===== config.mk =====
export PLATFORM = sky130hd
export DESIGN_NAME = wdt_refresh_timer
export DESIGN_NICKNAME = d
export VERILOG_FILES = /design/src/rtl/wdt_pkg.sv /design/src/rtl/wdt_cfg_regs.sv /design/src/rtl/wdt_period_sel.sv /design/src/rtl/wdt_counter.sv /design/src/rtl/wdt_refresh_timer.sv
export SDC_FILE = /design/constraint.sdc
export NUM_CORES = 1
export LEC_CHECK = 0
export ABC_CLOCK_PERIOD_IN_PS = 3760
export CAP_MARGIN = 30
export CELL_PAD_IN_SITES_DETAIL_PLACEMENT = 0
export CELL_PAD_IN_SITES_GLOBAL_PLACEMENT = 2
export CORE_AREA = 3 3 65 67
export DETAILED_ROUTE_END_ITERATION = 8
export DIE_AREA = 0 0 68 70
export HOLD_SLACK_MARGIN = 0.12
export PLACE_DENSITY_LB_ADDON = 0.08
export SLEW_MARGIN = 20
export SYNTH_ARGS = -nofsm -noshare
export SYNTH_HDL_FRONTEND = slang
export SYNTH_SLANG_ARGS = --single-unit

===== constraint.sdc =====
create_clock -name clk -period 3.76 [get_ports clk]
set_clock_uncertainty 0.05 [all_clocks]
set_input_delay 0.752 -clock clk [delete_from_list [all_inputs] [get_ports clk]]
set_output_delay 0.752 -clock clk [all_outputs]
set_load 0.01 [all_outputs]

===== src/rtl/wdt_pkg.sv =====
package wdt_pkg;
  localparam int unsigned WDT_CODES = 4;
  localparam logic [3:0] WDT_ADDR_CFG = 4'b1101;
  localparam logic [3:0] WDT_ADDR_NOP = 4'b0110;
  localparam int unsigned WDT_KEEP_BIT = 7;
  typedef logic [1:0] wdt_code_t;
endpackage


===== src/rtl/wdt_cfg_regs.sv =====
module wdt_cfg_regs
  import wdt_pkg::*;
(
  input  logic       clk,
  input  logic       rst_n,
  input  logic       wr_en,
  input  logic [3:0] wr_addr,
  input  logic [7:0] wr_data,
  output logic       refresh,
  output wdt_code_t  pend_code,
  output wdt_code_t  act_code,
  output logic       last_bit
);
  logic      keep_q;
  wdt_code_t pend_q, act_q;
  logic      cfg_hit;

  assign cfg_hit = wr_en && (wr_addr == WDT_ADDR_CFG);
  assign refresh = wr_en && (wr_data[WDT_KEEP_BIT] != keep_q);

  always_ff @(posedge clk) begin
    if (!rst_n) begin
      keep_q <= 1'b0;
      pend_q <= '0;
      act_q  <= '0;
    end else begin
      if (wr_en) keep_q <= wr_data[WDT_KEEP_BIT];
      if (cfg_hit) pend_q <= wr_data[1:0];
      if (refresh) act_q <= cfg_hit ? wr_data[1:0] : pend_q;
    end
  end

  assign pend_code = pend_q;
  assign act_code  = act_q;
  assign last_bit  = keep_q;
endmodule


===== src/rtl/wdt_period_sel.sv =====
module wdt_period_sel
  import wdt_pkg::*;
#(
  parameter int unsigned CNT_W  = 12,
  parameter int unsigned TMO_00 = 620,
  parameter int unsigned TMO_01 = 310,
  parameter int unsigned TMO_10 = 2500,
  parameter int unsigned TMO_11 = 1250
) (
  input  wdt_code_t          code,
  output logic [CNT_W-1:0]   limit
);
  logic [CNT_W-1:0] lut [WDT_CODES];

  assign lut[0] = CNT_W'(TMO_00);
  assign lut[1] = CNT_W'(TMO_01);
  assign lut[2] = CNT_W'(TMO_10);
  assign lut[3] = CNT_W'(TMO_11);

  assign limit = lut[code];
endmodule


===== src/rtl/wdt_counter.sv =====
module wdt_counter #(
  parameter int unsigned CNT_W = 12
) (
  input  logic             clk,
  input  logic             rst_n,
  input  logic             restart,
  input  logic             tick,
  input  logic [CNT_W-1:0] limit,
  output logic [CNT_W-1:0] count,
  output logic             expired
);
  logic [CNT_W-1:0] cnt_q, cnt_nxt;
  logic             exp_q;

  assign cnt_nxt = cnt_q + 1'b1;

  always_ff @(posedge clk) begin
    if (!rst_n) begin
      cnt_q <= '0;
      exp_q <= 1'b0;
    end else if (restart) begin
      cnt_q <= '0;
      exp_q <= 1'b0;
    end else if (tick && !exp_q) begin
      cnt_q <= cnt_nxt;
      if (cnt_nxt >= limit) exp_q <= 1'b1;
    end
  end

  assign count   = cnt_q;
  assign expired = exp_q;
endmodule


===== src/rtl/wdt_refresh_timer.sv =====
module wdt_refresh_timer
  import wdt_pkg::*;
#(
  parameter int unsigned TMO_00 = 620,
  parameter int unsigned TMO_01 = 310,
  parameter int unsigned TMO_10 = 2500,
  parameter int unsigned TMO_11 = 1250
) (
  input  logic       clk,
  input  logic       rst_n,
  input  logic       wr_en,
  input  logic [3:0] wr_addr,
  input  logic [7:0] wr_data,
  input  logic       tick_ms,
  output logic       expired
);
  localparam int unsigned MAX_LO = (TMO_00 > TMO_01) ? TMO_00 : TMO_01;
  localparam int unsigned MAX_HI = (TMO_10 > TMO_11) ? TMO_10 : TMO_11;
  localparam int unsigned MAX_T  = (MAX_LO > MAX_HI) ? MAX_LO : MAX_HI;
  localparam int unsigned CNT_W  = $clog2(MAX_T + 1);

  logic             refresh;
  wdt_code_t        pend_code, act_code;
  logic             last_bit;
  logic [CNT_W-1:0] limit, count_q;

  wdt_cfg_regs u_cfg (
    .clk(clk), .rst_n(rst_n), .wr_en(wr_en), .wr_addr(wr_addr),
    .wr_data(wr_data), .refresh(refresh), .pend_code(pend_code),
    .act_code(act_code), .last_bit(last_bit)
  );

  wdt_period_sel #(
    .CNT_W(CNT_W), .TMO_00(TMO_00), .TMO_01(TMO_01),
    .TMO_10(TMO_10), .TMO_11(TMO_11)
  ) u_sel (
    .code(act_code), .limit(limit)
  );

  wdt_counter #(.CNT_W(CNT_W)) u_cnt (
    .clk(clk), .rst_n(rst_n), .restart(refresh), .tick(tick_ms),
    .limit(limit), .count(count_q), .expired(expired)
  );
endmodule


# Word level (Yosys, flattened, before mapping)
# Cells that the tools add are included.
dict set report totals {
  wordCells 22
  input_bits 16
  register_bits 18
  output_inout_bits 1
}
dict set report classes {
  muxes 4
  n_addsub 1
  eq_ne 2
  n_lt_le_gt_ge 2
  bitwise_logic 2
  reduce_logical 6
}
# cell count
set op_table {}
lappend op_table {{binary-select mux 12 bit (select 2 bit)} 1}
lappend op_table {{2-to-1 mux 12 bit} 2}
lappend op_table {{adder 12 x 1 -> 12 bit (second input constant)} 1}
lappend op_table {{greater-or-equal comparator 12 bit} 1}
lappend op_table {{== test 4 bit (second input constant)} 1}
lappend op_table {{greater-or-equal comparator 3 bit (second input constant)} 1}
lappend op_table {{logical AND 1 bit} 3}
lappend op_table {{inverter 2 -> 3 bit} 1}
lappend op_table {{2-to-1 mux 2 bit} 1}
lappend op_table {{AND reduction 2 bit} 1}
lappend op_table {{OR reduction 2 bit} 1}
lappend op_table {{zero test 1 bit} 1}
lappend op_table {{!= test 1 bit} 1}
lappend op_table {{inverter 1 bit} 1}

# Longest topological paths before layout
# Gate-level depths: netlist of the first run.
dict set report logic_depth {
  depth_word 6
  mapped_depth 11
  mapped_depth_nobuf 9
}

# By module
# Synthesis of the first run repeated with hierarchy kept, for this count alone.
dict set report hier_totals {
  cells_unflattened 168
  area_unflattened_um2 1365.1
}
# mod area_each_um2 cells_per_inst n_inst seq_area_each_um2
set by_module_without_submodules {}
lappend by_module_without_submodules {wdt_counter 996.0 124 1 260.2}
lappend by_module_without_submodules {wdt_cfg_regs 229.0 27 1 100.1}
lappend by_module_without_submodules {wdt_period_sel 140.1 17 1 0.0}

# Worst setup path before layout of the first run
# Ideal clock, no wire load.
dict set report synth_path {
  path_type {register to register}
  from {register u_cnt.cnt_q[2] (netlist: u_cnt.count[2])}
  to {register u_cnt.exp_q (netlist: u_cnt.expired)}
  required_time_ns 3.587
  setup_slack_ns 1.658
  setup_ns 0.123
  period_less_slack_ns 2.102
  path_stages_with_launch 12
  arrival_time_ns 1.929
  n_path_buf 2
  cell_sequence {dfxtp_1 -> buf_2 -> and4_1 -> buf_6 -> nand4_4 -> nor2_1 -> xor2_1 -> ha_1 -> a21o_1 -> a21o_1 -> a22oi_1 -> a21oi_1}
}
dict set report synth_via {
  elab_chain_len 3
}
# element line
set synth_lines {}
lappend synth_lines {{start, declared} wdt_counter.sv:12} ;# logic [CNT_W-1:0] cnt_q, cnt_nxt;
lappend synth_lines {{start signal, assigned} wdt_counter.sv:25} ;# cnt_q <= cnt_nxt;
lappend synth_lines {{adder 12 x 1 -> 12 bit} wdt_counter.sv:15} ;# assign cnt_nxt = cnt_q + 1'b1;
lappend synth_lines {{net u_cnt.cnt_nxt[9]} wdt_counter.sv:12}
lappend synth_lines {{greater-or-equal comparator 12 bit} wdt_counter.sv:26} ;# if (cnt_nxt >= limit) exp_q <= 1'b1;
lappend synth_lines {{AND reduction 2 bit (no line)} -}
lappend synth_lines {{end signal, assigned} wdt_counter.sv:20} ;# exp_q <= 1'b0;
lappend synth_lines {{end signal, assigned} wdt_counter.sv:23} ;# exp_q <= 1'b0;
lappend synth_lines {{end signal, assigned} wdt_counter.sv:26}
lappend synth_lines {{end, declared} wdt_counter.sv:13} ;# logic exp_q;
# The timed path passes the listed nets, and every way through them passes these cells.
# A chain may end at the register's enable or synchronous reset.

# Final worst setup path of the first run
# Ends and elaborated chain as after synthesis.

==> flow_metrics.py, run 1 <==
metrics = {
    "synth": {
        "ys_async_sr_fraction_pct": 0,
        "synthFlopType": "dfxtp_1",
        "synth_mux_area_share_pct": 1.59,
        "synth_xor_area_share_pct": 15.3,
        "ys_types": 30,
        "synth_compound_area_share_pct": 9.22,
        "seq_area_frac_synth_pct": 28.5,
        "synth_fp_nets": 177,
        "syn_area_per_cell_um2": 8.77,
        "syn_inst": 144,
        "synth_area_um2": 1260,
        "yosys.area_share.adder_pct": 16.8,
        "synth_top_family_by_area": "simple AND/OR/NAND/NOR gates",
        "synth_edf_count": 0,
        "ys_warn_count": 0,
        "ys_ff_latch": 18,
        "synth-simple-area-share_pct": 23.2,
    },
    "global_routing": {
        "grt_pass1_vias": 945,
        "gr-usage-all-layers_pct": 12.4,
        "antenna_found_initial": 0,
        "grt_overflow": 0,
        "grt_pass1_wl_um": 4560,
        "grt_max_degree": 13,
    },
    "setup_path": {
        "path_depth": 9,
        "worst_path_max_delay_cell": "and4_1",
        "critPathLaunchType": "flip-flop",
        "path_max_fanout": 10,
        "critPathKind": "reg -> reg",
        "cpMostUsedCell": "a21o_1",
        "r2r-start": "u_cnt.count[2]",
        "slowest_delay_ns": 0.51,
        "r2r_cells": 9,
        "cp_cell_sequence": "and4_1 -> nand4_4 -> nor2_1 -> xor2_1 -> ha_1 -> a21o_1 -> a21o_1 -> a22oi_1 -> a21oi_1",
        "critical_path.startpoint": "u_cnt.count[2]",
        "worst-path-buf-inv": 0,
        "critPathTopFamily": "simple AND/OR/NAND/NOR gates",
        "cp.required_ns": 3.86,
        "crit_path_end_kind": "flip-flop",
        "critPathArrivalTime_ns": 2.54,
    },
    "pwr": {
        "power_density_nw_per_um2": 287,
        "ir_worst_vdd_mv": 0.151,
        "p_leak_uw": 0.000633,
    },
    "routing": {
        "num_vias": 979,
        "antenna_left": 0,
        "wl_per_cell_um": 12.7,
        "dr.pass1.iters": 4,
        "first_iter_violations": 57,
        "viasPerCell": 4.85,
        "drt-total-wl_um": 2560,
        "drcViolationCount": 0,
    },
    "worst_hold_path": {
        "hold_class": "reg -> reg",
        "hold_start": "u_cfg.pend_code[0]",
        "whs_path_depth": 2,
    },
    "finish": {
        "finish.net_count": 188,
        "drive_gt1_share_pct": 4.55,
        "syn_to_final_growth_pct": 15.5,
        "num-fill-cells": 387,
        "diodes": 0,
    },
    "floorplanning": {
        "initial_core_util_pct": 34.2,
        "dieArea_um2": 4760,
        "ios": 17,
        "core_region_area_um2": 3690,
        "rows": 22,
        "fp.dieH_um": 70,
        "fp.dieW_um": 68,
    },
    "sta": {
        "whs_ns": 0.439,
        "max_freq_mhz": 410,
        "fin_crit_sh_pct": 64.9,
        "slew_viol_final": 0,
        "min_period_ns": 2.44,
        "finalHoldViolations": 0,
        "setup_slack_ns": 1.32,
        "tns_ns": 0,
        "rsz0062_at_grt": "no",
        "relSlewSlack_pct": 67.3,
        "tightestPinTransition_ns": 0.490,
        "finalSetupViolCount": 0,
    },
    "cts": {
        "clock_latency_ns": 0.26,
        "clkTransAtPathRegs_ns": 0.08,
        "ctsResizeCount": 0,
        "cts_tree": "done",
        "clockBufferDepth": 2,
        "numCtsBuffers": 3,
        "cts.sinks": 18,
        "postCtsSetupBuffers": 0,
        "htreeDepth": 1,
        "ctsHoldBuffers": 0,
        "cts-root-buf": "clkbuf_8",
    },
    "placement": {
        "dp_slack_ns": 1.31,
        "place_congestion": 0.755,
        "hpwl_um": 2020,
        "io_buffer_count": 11,
    },
    "status": {
        "status": "finished clean",
    },
    "run": {
        "cap_violations": 0,
    },
}
[final timing paths]
path,to,slack (ns)
max,u_cnt.expired,1.32
min,u_cfg.pend_code[0],0.44
max reg2reg,u_cnt.expired,1.32
min reg2reg,u_cfg.pend_code[0],0.44
[state kept, by name, indices dropped and copies added (netlist names)]
name,count
u_cfg.act_code,2
u_cfg.last_bit,1
u_cnt.expired,1
u_cnt.count,12
u_cfg.pend_code,2
[cells by family (layout without fill, tap and decap cells)]
group / Yosys count / after routing
fa+ha+maj: 17 / 17
buf+inv: 15 / 25
simple gates: 51 / 51
mux: 2 / 2
compound gates: 19 / 19
xor+xnor: 22 / 22
flops: 18 / 18
[layout by cell type (no fill, tap or decap), types with 2 or more instances in the layout]
| cell type | count |
|---|---|
| o22a_1 | 2 |
| and4b_1 | 2 |
| nand4_1 | 5 |
| xnor2_1 | 9 |
| nand3_1 | 8 |
| o21ai_0 | 5 |
| nand2_1 | 8 |
| mux2i_1 | 2 |
| a21o_1 | 2 |
| a21oi_1 | 7 |
| and2_1 | 2 |
| clkdlybuf4s50_1 | 11 |
| ha_1 | 17 |
| dfxtp_1 | 18 |
| clkbuf_8 | 4 |
| inv_1 | 10 |
| nor2_1 | 15 |
| xor2_1 | 13 |
| and4_1 | 4 |
[tightest hold or removal path, delay by kind of cell (launching register included)]
family	cells	cell delay (ns)
compound gates	2	0.14
flops	1	0.30
[cell type report]
class / instances / area (um^2) / area share, %
flip-flops and latches: 18 / 360 / 24.7
well taps: 48 / 60.1 / 4.12
multi-input cells: 111 / 835 / 57.3
clock buffers: 4 / 55.1 / 3.78
inverters: 10 / 37.5 / 2.58
repair buffers: 11 / 110 / 7.55
[synth_stat cells, types with 2 or more instances]
cell	count	share of area [%]
dfxtp_1	18	29
xor2_1	13	9.0
and2_1	2	0.99
xnor2_1	9	6.2
ha_1	17	17
inv_1	10	3.0
a21o_1	2	1.2
and4_1	4	2.8
nand2_1	8	2.4
o21ai_0	5	2.0
buf_2	3	1.2
nand4_1	5	2.5
nor2_1	15	4.5
a21oi_1	7	2.8
o22a_1	2	1.4
mux2i_1	2	1.6
and4b_1	2	1.6
nand3_1	8	3.2
[stage by stage]
step / cell area [um^2] / std cells / power, uW / utilization (%)
final: 1460 / 202 / 418 / 39.5
after detailed placement: 1400 / 198 / 258 / 38.0
after global routing: 1460 / 202 / 439 / 39.5
after global placement: 1400 / 198 / 256 / 38.0
after floorplan: 1260 / 144 / 236 / -
after CTS: 1460 / 202 / 425 / 39.5
[metal layers]
layer | up-vias | wire length [um] | track usage [%]
li1 | 518 | - | -
met4 | 0 | 13 | 1.32
met1 | 438 | 1260 | 17.6
met2 | 21 | 1160 | 19.2
met3 | 2 | 129 | 3.05
met5 | - | 0 | 0
[power by group]
part	switching [uW]	leakage, uW	internal (uW)
registers	6.76	0.000146	195
clock network	72.4	0.0000288	93.1
logic	25.4	0.000458	25.3
Note: power is estimated with default switching activity, not from simulation.
==> run 2: changes to the inputs <==
--- a/config.mk
+++ b/config.mk
@@ -5,13 +5,13 @@
 export SDC_FILE = /design/constraint.sdc
 export NUM_CORES = 1
 export LEC_CHECK = 0
-export ABC_CLOCK_PERIOD_IN_PS = 3760
+export ABC_CLOCK_PERIOD_IN_PS = 2300
 export CAP_MARGIN = 30
 export CELL_PAD_IN_SITES_DETAIL_PLACEMENT = 0
 export CELL_PAD_IN_SITES_GLOBAL_PLACEMENT = 2
-export CORE_AREA = 3 3 65 67
+export CORE_AREA = 3 3 66 68
 export DETAILED_ROUTE_END_ITERATION = 8
-export DIE_AREA = 0 0 68 70
+export DIE_AREA = 0 0 69 71
 export HOLD_SLACK_MARGIN = 0.12
 export PLACE_DENSITY_LB_ADDON = 0.08
 export SLEW_MARGIN = 20
==> constraint.sdc (replaced) <==
create_clock -name clk -period 2.3 [get_ports clk]
set_clock_uncertainty 0.05 [all_clocks]
set_input_delay 0.46 -clock clk [delete_from_list [all_inputs] [get_ports clk]]
set_output_delay 0.46 -clock clk [all_outputs]
set_load 0.01 [all_outputs]
==> flow_metrics.py, run 2 (synthesized netlist as in run 1, its figures left out) <==
metrics = {
    "global_routing": {
        "antenna_found_initial": 0,
        "grt_overflow": 0,
        "gr-usage-all-layers_pct": 11.6,
        "grt_pass1_vias": 969,
        "grt_pass1_wl_um": 4580,
        "grt_max_degree": 13,
    },
    "placement": {
        "postPlaceCellArea_um2": 1480,
        "io_buffer_count": 11,
        "hpwl_um": 2220,
        "place_congestion": 0.767,
        "dp_cells": 210,
    },
    "routing": {
        "wl_per_cell_um": 12.9,
        "drcViolationCount": 0,
        "antenna_left": 0,
        "viasPerCell": 4.80,
        "drt-total-wl_um": 2760,
        "dr.pass1.iters": 4,
        "num_vias": 1027,
        "first_iter_violations": 35,
    },
    "setup_path": {
        "path_max_fanout": 9,
        "r2r_cells": 8,
        "critPathArrivalTime_ns": 2.17,
        "r2r-start": "u_cnt.count[5]",
        "critPathLaunchType": "flip-flop",
        "cp.required_ns": 2.40,
        "critical_path.startpoint": "u_cnt.count[5]",
        "reg2reg_to": "u_cnt.expired",
        "critPathKind": "reg -> reg",
        "r2r_slack_ns": 0.23,
        "crit_path_end_kind": "flip-flop",
    },
    "cts": {
        "clkTransAtPathRegs_ns": 0.07,
        "cts_tree": "done",
        "ctsResizeCount": 0,
        "htreeDepth": 1,
        "clockBufferDepth": 2,
        "cts.sinks": 18,
        "postCtsSetupBuffers": 0,
        "ctsHoldBuffers": 0,
        "clock_latency_ns": 0.26,
        "cts-root-buf": "clkbuf_8",
        "numCtsBuffers": 3,
    },
    "floorplanning": {
        "dieArea_um2": 4900,
        "fp.dieW_um": 69,
        "rows": 23,
        "core_region_area_um2": 3910,
        "initial_core_util_pct": 32.3,
        "fp.dieH_um": 71,
        "ios": 17,
    },
    "finish": {
        "seq_area_um2": 360,
        "largest_reg_flops": 12,
        "multi_input_area_um2": 837,
        "design_area_um2": 1540,
        "diodes": 0,
        "layout_commonest_cell": "dfxtp_1",
        "num-fill-cells": 424,
        "final_cell_mix": "dfxtp_1, ha_1, nor2_1, xor2_1, clkdlybuf4s50_1",
        "drive_gt1_share_pct": 11.0,
        "syn_to_final_growth_pct": 21.8,
        "finish.net_count": 198,
        "fin_cells": 214,
    },
    "pwr": {
        "p_leak_uw": 0.000687,
        "power_density_nw_per_um2": 452,
        "ir_worst_vdd_mv": 0.211,
    },
    "run": {
        "cap_violations": 0,
    },
    "sta": {
        "max_freq_mhz": 483,
        "fin_crit_sh_pct": 90.0,
        "finalSetupViolCount": 0,
        "min_period_ns": 2.07,
        "tightestPinTransition_ns": 0.319,
        "tns_ns": 0,
        "whs_ns": 0.440,
        "finalHoldViolations": 0,
        "slew_viol_final": 0,
        "rsz0062_at_grt": "no",
        "relSlewSlack_pct": 78.7,
    },
    "worst_hold_path": {
        "hold_start": "u_cfg.pend_code[1]",
        "hold_class": "reg -> reg",
        "whs_path_depth": 2,
        "hold_end": "u_cfg.pend_code[1]",
    },
    "status": {
        "status": "finished clean",
    },
}
==> run 2: cell count changes in the layout (fill, tap and decap cells not counted) <==
cell | previous run | this run
and4_1 | 4 | 3
and4_4 | 0 | 1
buf_4 | 0 | 10
==> run 2: power by group <==
group / internal [uW] / total, uW / switching [uW] / leakage, uW
combinational: 48.3 / 99.2 / 50.9 / 0.000512
clock: 153 / 272 / 120 / 0.0000288
sequential: 318 / 323 / 4.52 / 0.000146
total: 519 / 695 / 175 / 0.000687
==> run 2: final cells by class <==
class                           instances  share of cell area, %
Sequential cell                        18                   23.4
Multi-Input combinational cell        111                   54.4
Clock buffer                            4                   3.58
Inverter                               10                   2.44
Timing Repair Buffer                   21                   12.0
Tap cell                               50                   4.07
==> run 2: how the worst max path moves through the flow <==
stage                                to  slack [ns]
final                     u_cnt.expired        0.23
after global placement    u_cnt.expired        0.20
after global routing      u_cnt.expired        0.02
after detailed placement  u_cnt.expired        0.17
after CTS                 u_cnt.expired        0.17
after floorplan           u_cnt.expired        0.20
==> run 2: layer usage <==
layer | part of all wire (%) | track usage [%] | routed length (um) | up-vias
li1 | - | - | - | 535
met1 | 51 | 15.8 | 1400 | 468
met2 | 44 | 18.2 | 1210 | 19
met3 | 3.7 | 2.13 | 102 | 5
met4 | 1.8 | 4.56 | 51 | 0
met5 | 0 | 0 | 0 | -
==> run 2: per-stage QoR <==
stage,power (uW),setup WS [ns],utilization (%)
3_5_place_dp,430,0.173,37.8
5_1_grt,723,0.0249,39.3
2_1_floorplan,386,0.198,-
6_report,695,0.229,39.3
4_1_cts,701,0.174,39.2
3_3_place_gp,428,0.203,37.8
==> run 2: critical path: stages (launching register included) <==
cell	delay, ns
dfxtp_1	0.38
and4_4	0.26
buf_4	0.16
nand4_1	0.12
xnor2_1	0.17
ha_1	0.29
and4_1	0.20
a311oi_1	0.21
a21oi_1	0.10
==> run 3: changes to the inputs <==
--- a/config.mk
+++ b/config.mk
@@ -5,13 +5,12 @@
 export SDC_FILE = /design/constraint.sdc
 export NUM_CORES = 1
 export LEC_CHECK = 0
-export ABC_CLOCK_PERIOD_IN_PS = 2300
 export CAP_MARGIN = 30
 export CELL_PAD_IN_SITES_DETAIL_PLACEMENT = 0
 export CELL_PAD_IN_SITES_GLOBAL_PLACEMENT = 2
-export CORE_AREA = 3 3 66 68
+export CORE_AREA = 4 4 67 69
 export DETAILED_ROUTE_END_ITERATION = 8
-export DIE_AREA = 0 0 69 71
+export DIE_AREA = 0 0 71 73
 export HOLD_SLACK_MARGIN = 0.12
 export PLACE_DENSITY_LB_ADDON = 0.08
 export SLEW_MARGIN = 20
==> flow_metrics.py, run 3 (synthesized netlist as in run 1, its figures left out) <==
metrics = {
    "run": {
        "cap_violations": 0,
    },
    "cts": {
        "clockBufferDepth": 2,
        "htreeDepth": 1,
        "clkTransAtPathRegs_ns": 0.07,
        "ctsHoldBuffers": 0,
        "cts-root-buf": "clkbuf_8",
        "numCtsBuffers": 3,
        "clock_latency_ns": 0.25,
        "cts_tree": "done",
        "cts.sinks": 18,
    },
    "sta": {
        "fin_crit_sh_pct": 91.2,
        "min_period_ns": 2.10,
        "finalSetupViolCount": 0,
        "tns_ns": 0,
        "max_freq_mhz": 477,
        "slew_viol_final": 0,
        "whs_ns": 0.435,
        "relSlewSlack_pct": 78.5,
        "tightestPinTransition_ns": 0.322,
        "finalHoldViolations": 0,
        "rsz0062_at_grt": "no",
    },
    "global_routing": {
        "gr-usage-all-layers_pct": 11.7,
        "grt_max_degree": 13,
        "antenna_found_initial": 0,
        "grt_overflow": 0,
        "grt_pass1_vias": 964,
        "grt_pass1_wl_um": 4730,
    },
    "finish": {
        "finish.net_count": 197,
        "num-fill-cells": 443,
        "diodes": 0,
        "final_cell_mix": "ha_1, dfxtp_1, nor2_1, xor2_1, clkdlybuf4s50_1",
        "drive_gt1_share_pct": 11.7,
        "design_area_um2": 1540,
        "largest_reg_flops": 12,
        "syn_to_final_growth_pct": 21.8,
    },
    "setup_path": {
        "cp.required_ns": 2.39,
        "path_max_fanout": 9,
        "cp_cell_sequence": "and4_2 -> buf_4 -> nand4_1 -> xnor2_2 -> ha_1 -> and4_1 -> a311oi_1 -> a21oi_1",
        "crit_path_end_kind": "flip-flop",
        "worst_path_max_delay_cell": "dfxtp_2",
        "critPathArrivalTime_ns": 2.19,
        "critPathKind": "reg -> reg",
        "critPathLaunchType": "flip-flop",
        "slowest_delay_ns": 0.36,
    },
    "pwr": {
        "p_leak_uw": 0.000690,
        "power.total_uw": 678,
        "power_density_nw_per_um2": 441,
        "ir_worst_vdd_mv": 0.276,
    },
    "routing": {
        "first_iter_violations": 43,
        "wl_per_cell_um": 13.1,
        "drt-total-wl_um": 2790,
        "antenna_left": 0,
        "drcViolationCount": 0,
        "viasPerCell": 4.76,
        "num_vias": 1014,
        "dr.pass1.iters": 4,
    },
    "floorplanning": {
        "fp.dieH_um": 73,
        "core_region_area_um2": 3910,
        "rows": 23,
        "dieArea_um2": 5180,
        "initial_core_util_pct": 32.3,
        "fp.dieW_um": 71,
        "ios": 17,
    },
    "placement": {
        "io_buffer_count": 11,
        "hpwl_um": 2290,
        "place_congestion": 0.758,
        "postPlaceCellArea_um2": 1470,
    },
    "status": {
        "status": "finished clean",
    },
    "worst_hold_path": {
        "hold_class": "reg -> reg",
    },
}
-- run 3: critical path: cells and delay by family, from the launching register on --
| family | cells | cell delay (ns) |
|---|---|---|
| adders and majority gates | 1 | 0.29 |
| AOI/OAI and AO/OA | 2 | 0.30 |
| xor gates and xnor gates | 1 | 0.18 |
| and+or+nand+nor | 3 | 0.63 |
| DFF | 1 | 0.36 |
| buffers and inverters | 1 | 0.17 |
-- run 3: path summary, 6_finish.rpt --
check             cells after the start            endpoint               start  slack (ns)
setup / recovery                      8       u_cnt.expired      u_cnt.count[5]        0.20
setup reg to reg                      8       u_cnt.expired      u_cnt.count[5]        0.20
hold / removal                        2  u_cfg.pend_code[1]  u_cfg.pend_code[1]        0.44
hold reg to reg                       2  u_cfg.pend_code[1]  u_cfg.pend_code[1]        0.44
-- run 3: final cells by class --
| type | count | area (um^2) | share of cell area (%) |
|---|---|---|---|
| multi-input combinational | 111 | 843 | 54.8 |
| sequential | 18 | 362 | 23.5 |
| timing repair buffer | 20 | 178 | 11.6 |
| tap | 50 | 62.6 | 4.07 |
| clock buffer | 4 | 55.1 | 3.58 |
| inverter | 10 | 37.5 | 2.44 |
-- run 3: what timing repair did --
item | CTS | global route
buffers inserted | 0 | 0
hold endpoints to repair | 0 | 0
endpoints found under the setup margin | 0 | 1
resized for setup | 0 | 3
-- run 3: layer usage --
| layer | GRT usage (%) | share of wire (%) | routed length, um | vias to the layer above |
|---|---|---|---|---|
| met5 | 0 | 0 | 0 | - |
| met4 | 3.76 | 1.3 | 35 | 0 |
| met3 | 2.20 | 3.1 | 87 | 4 |
| met2 | 18.3 | 45 | 1260 | 14 |
| met1 | 16.1 | 50 | 1400 | 464 |
| li1 | - | - | - | 532 |
-- run 3: metrics by stage --
step | setup WS, ns | utilization, % | std cells
after floorplan | 0.198 | - | 144
after global placement | 0.171 | 37.6 | 209
after detailed placement | 0.146 | 37.6 | 209
after CTS | 0.137 | 39.0 | 213
after global routing | 0.0483 | 39.3 | 213
final | 0.202 | 39.3 | 213
-- run 3: power breakdown --
| group | switching, uW | internal, uW |
|---|---|---|
| sequential | 7.97 | 319 |
| clock | 106 | 152 |
| combinational | 46.6 | 46.5 |
| total | 161 | 517 |
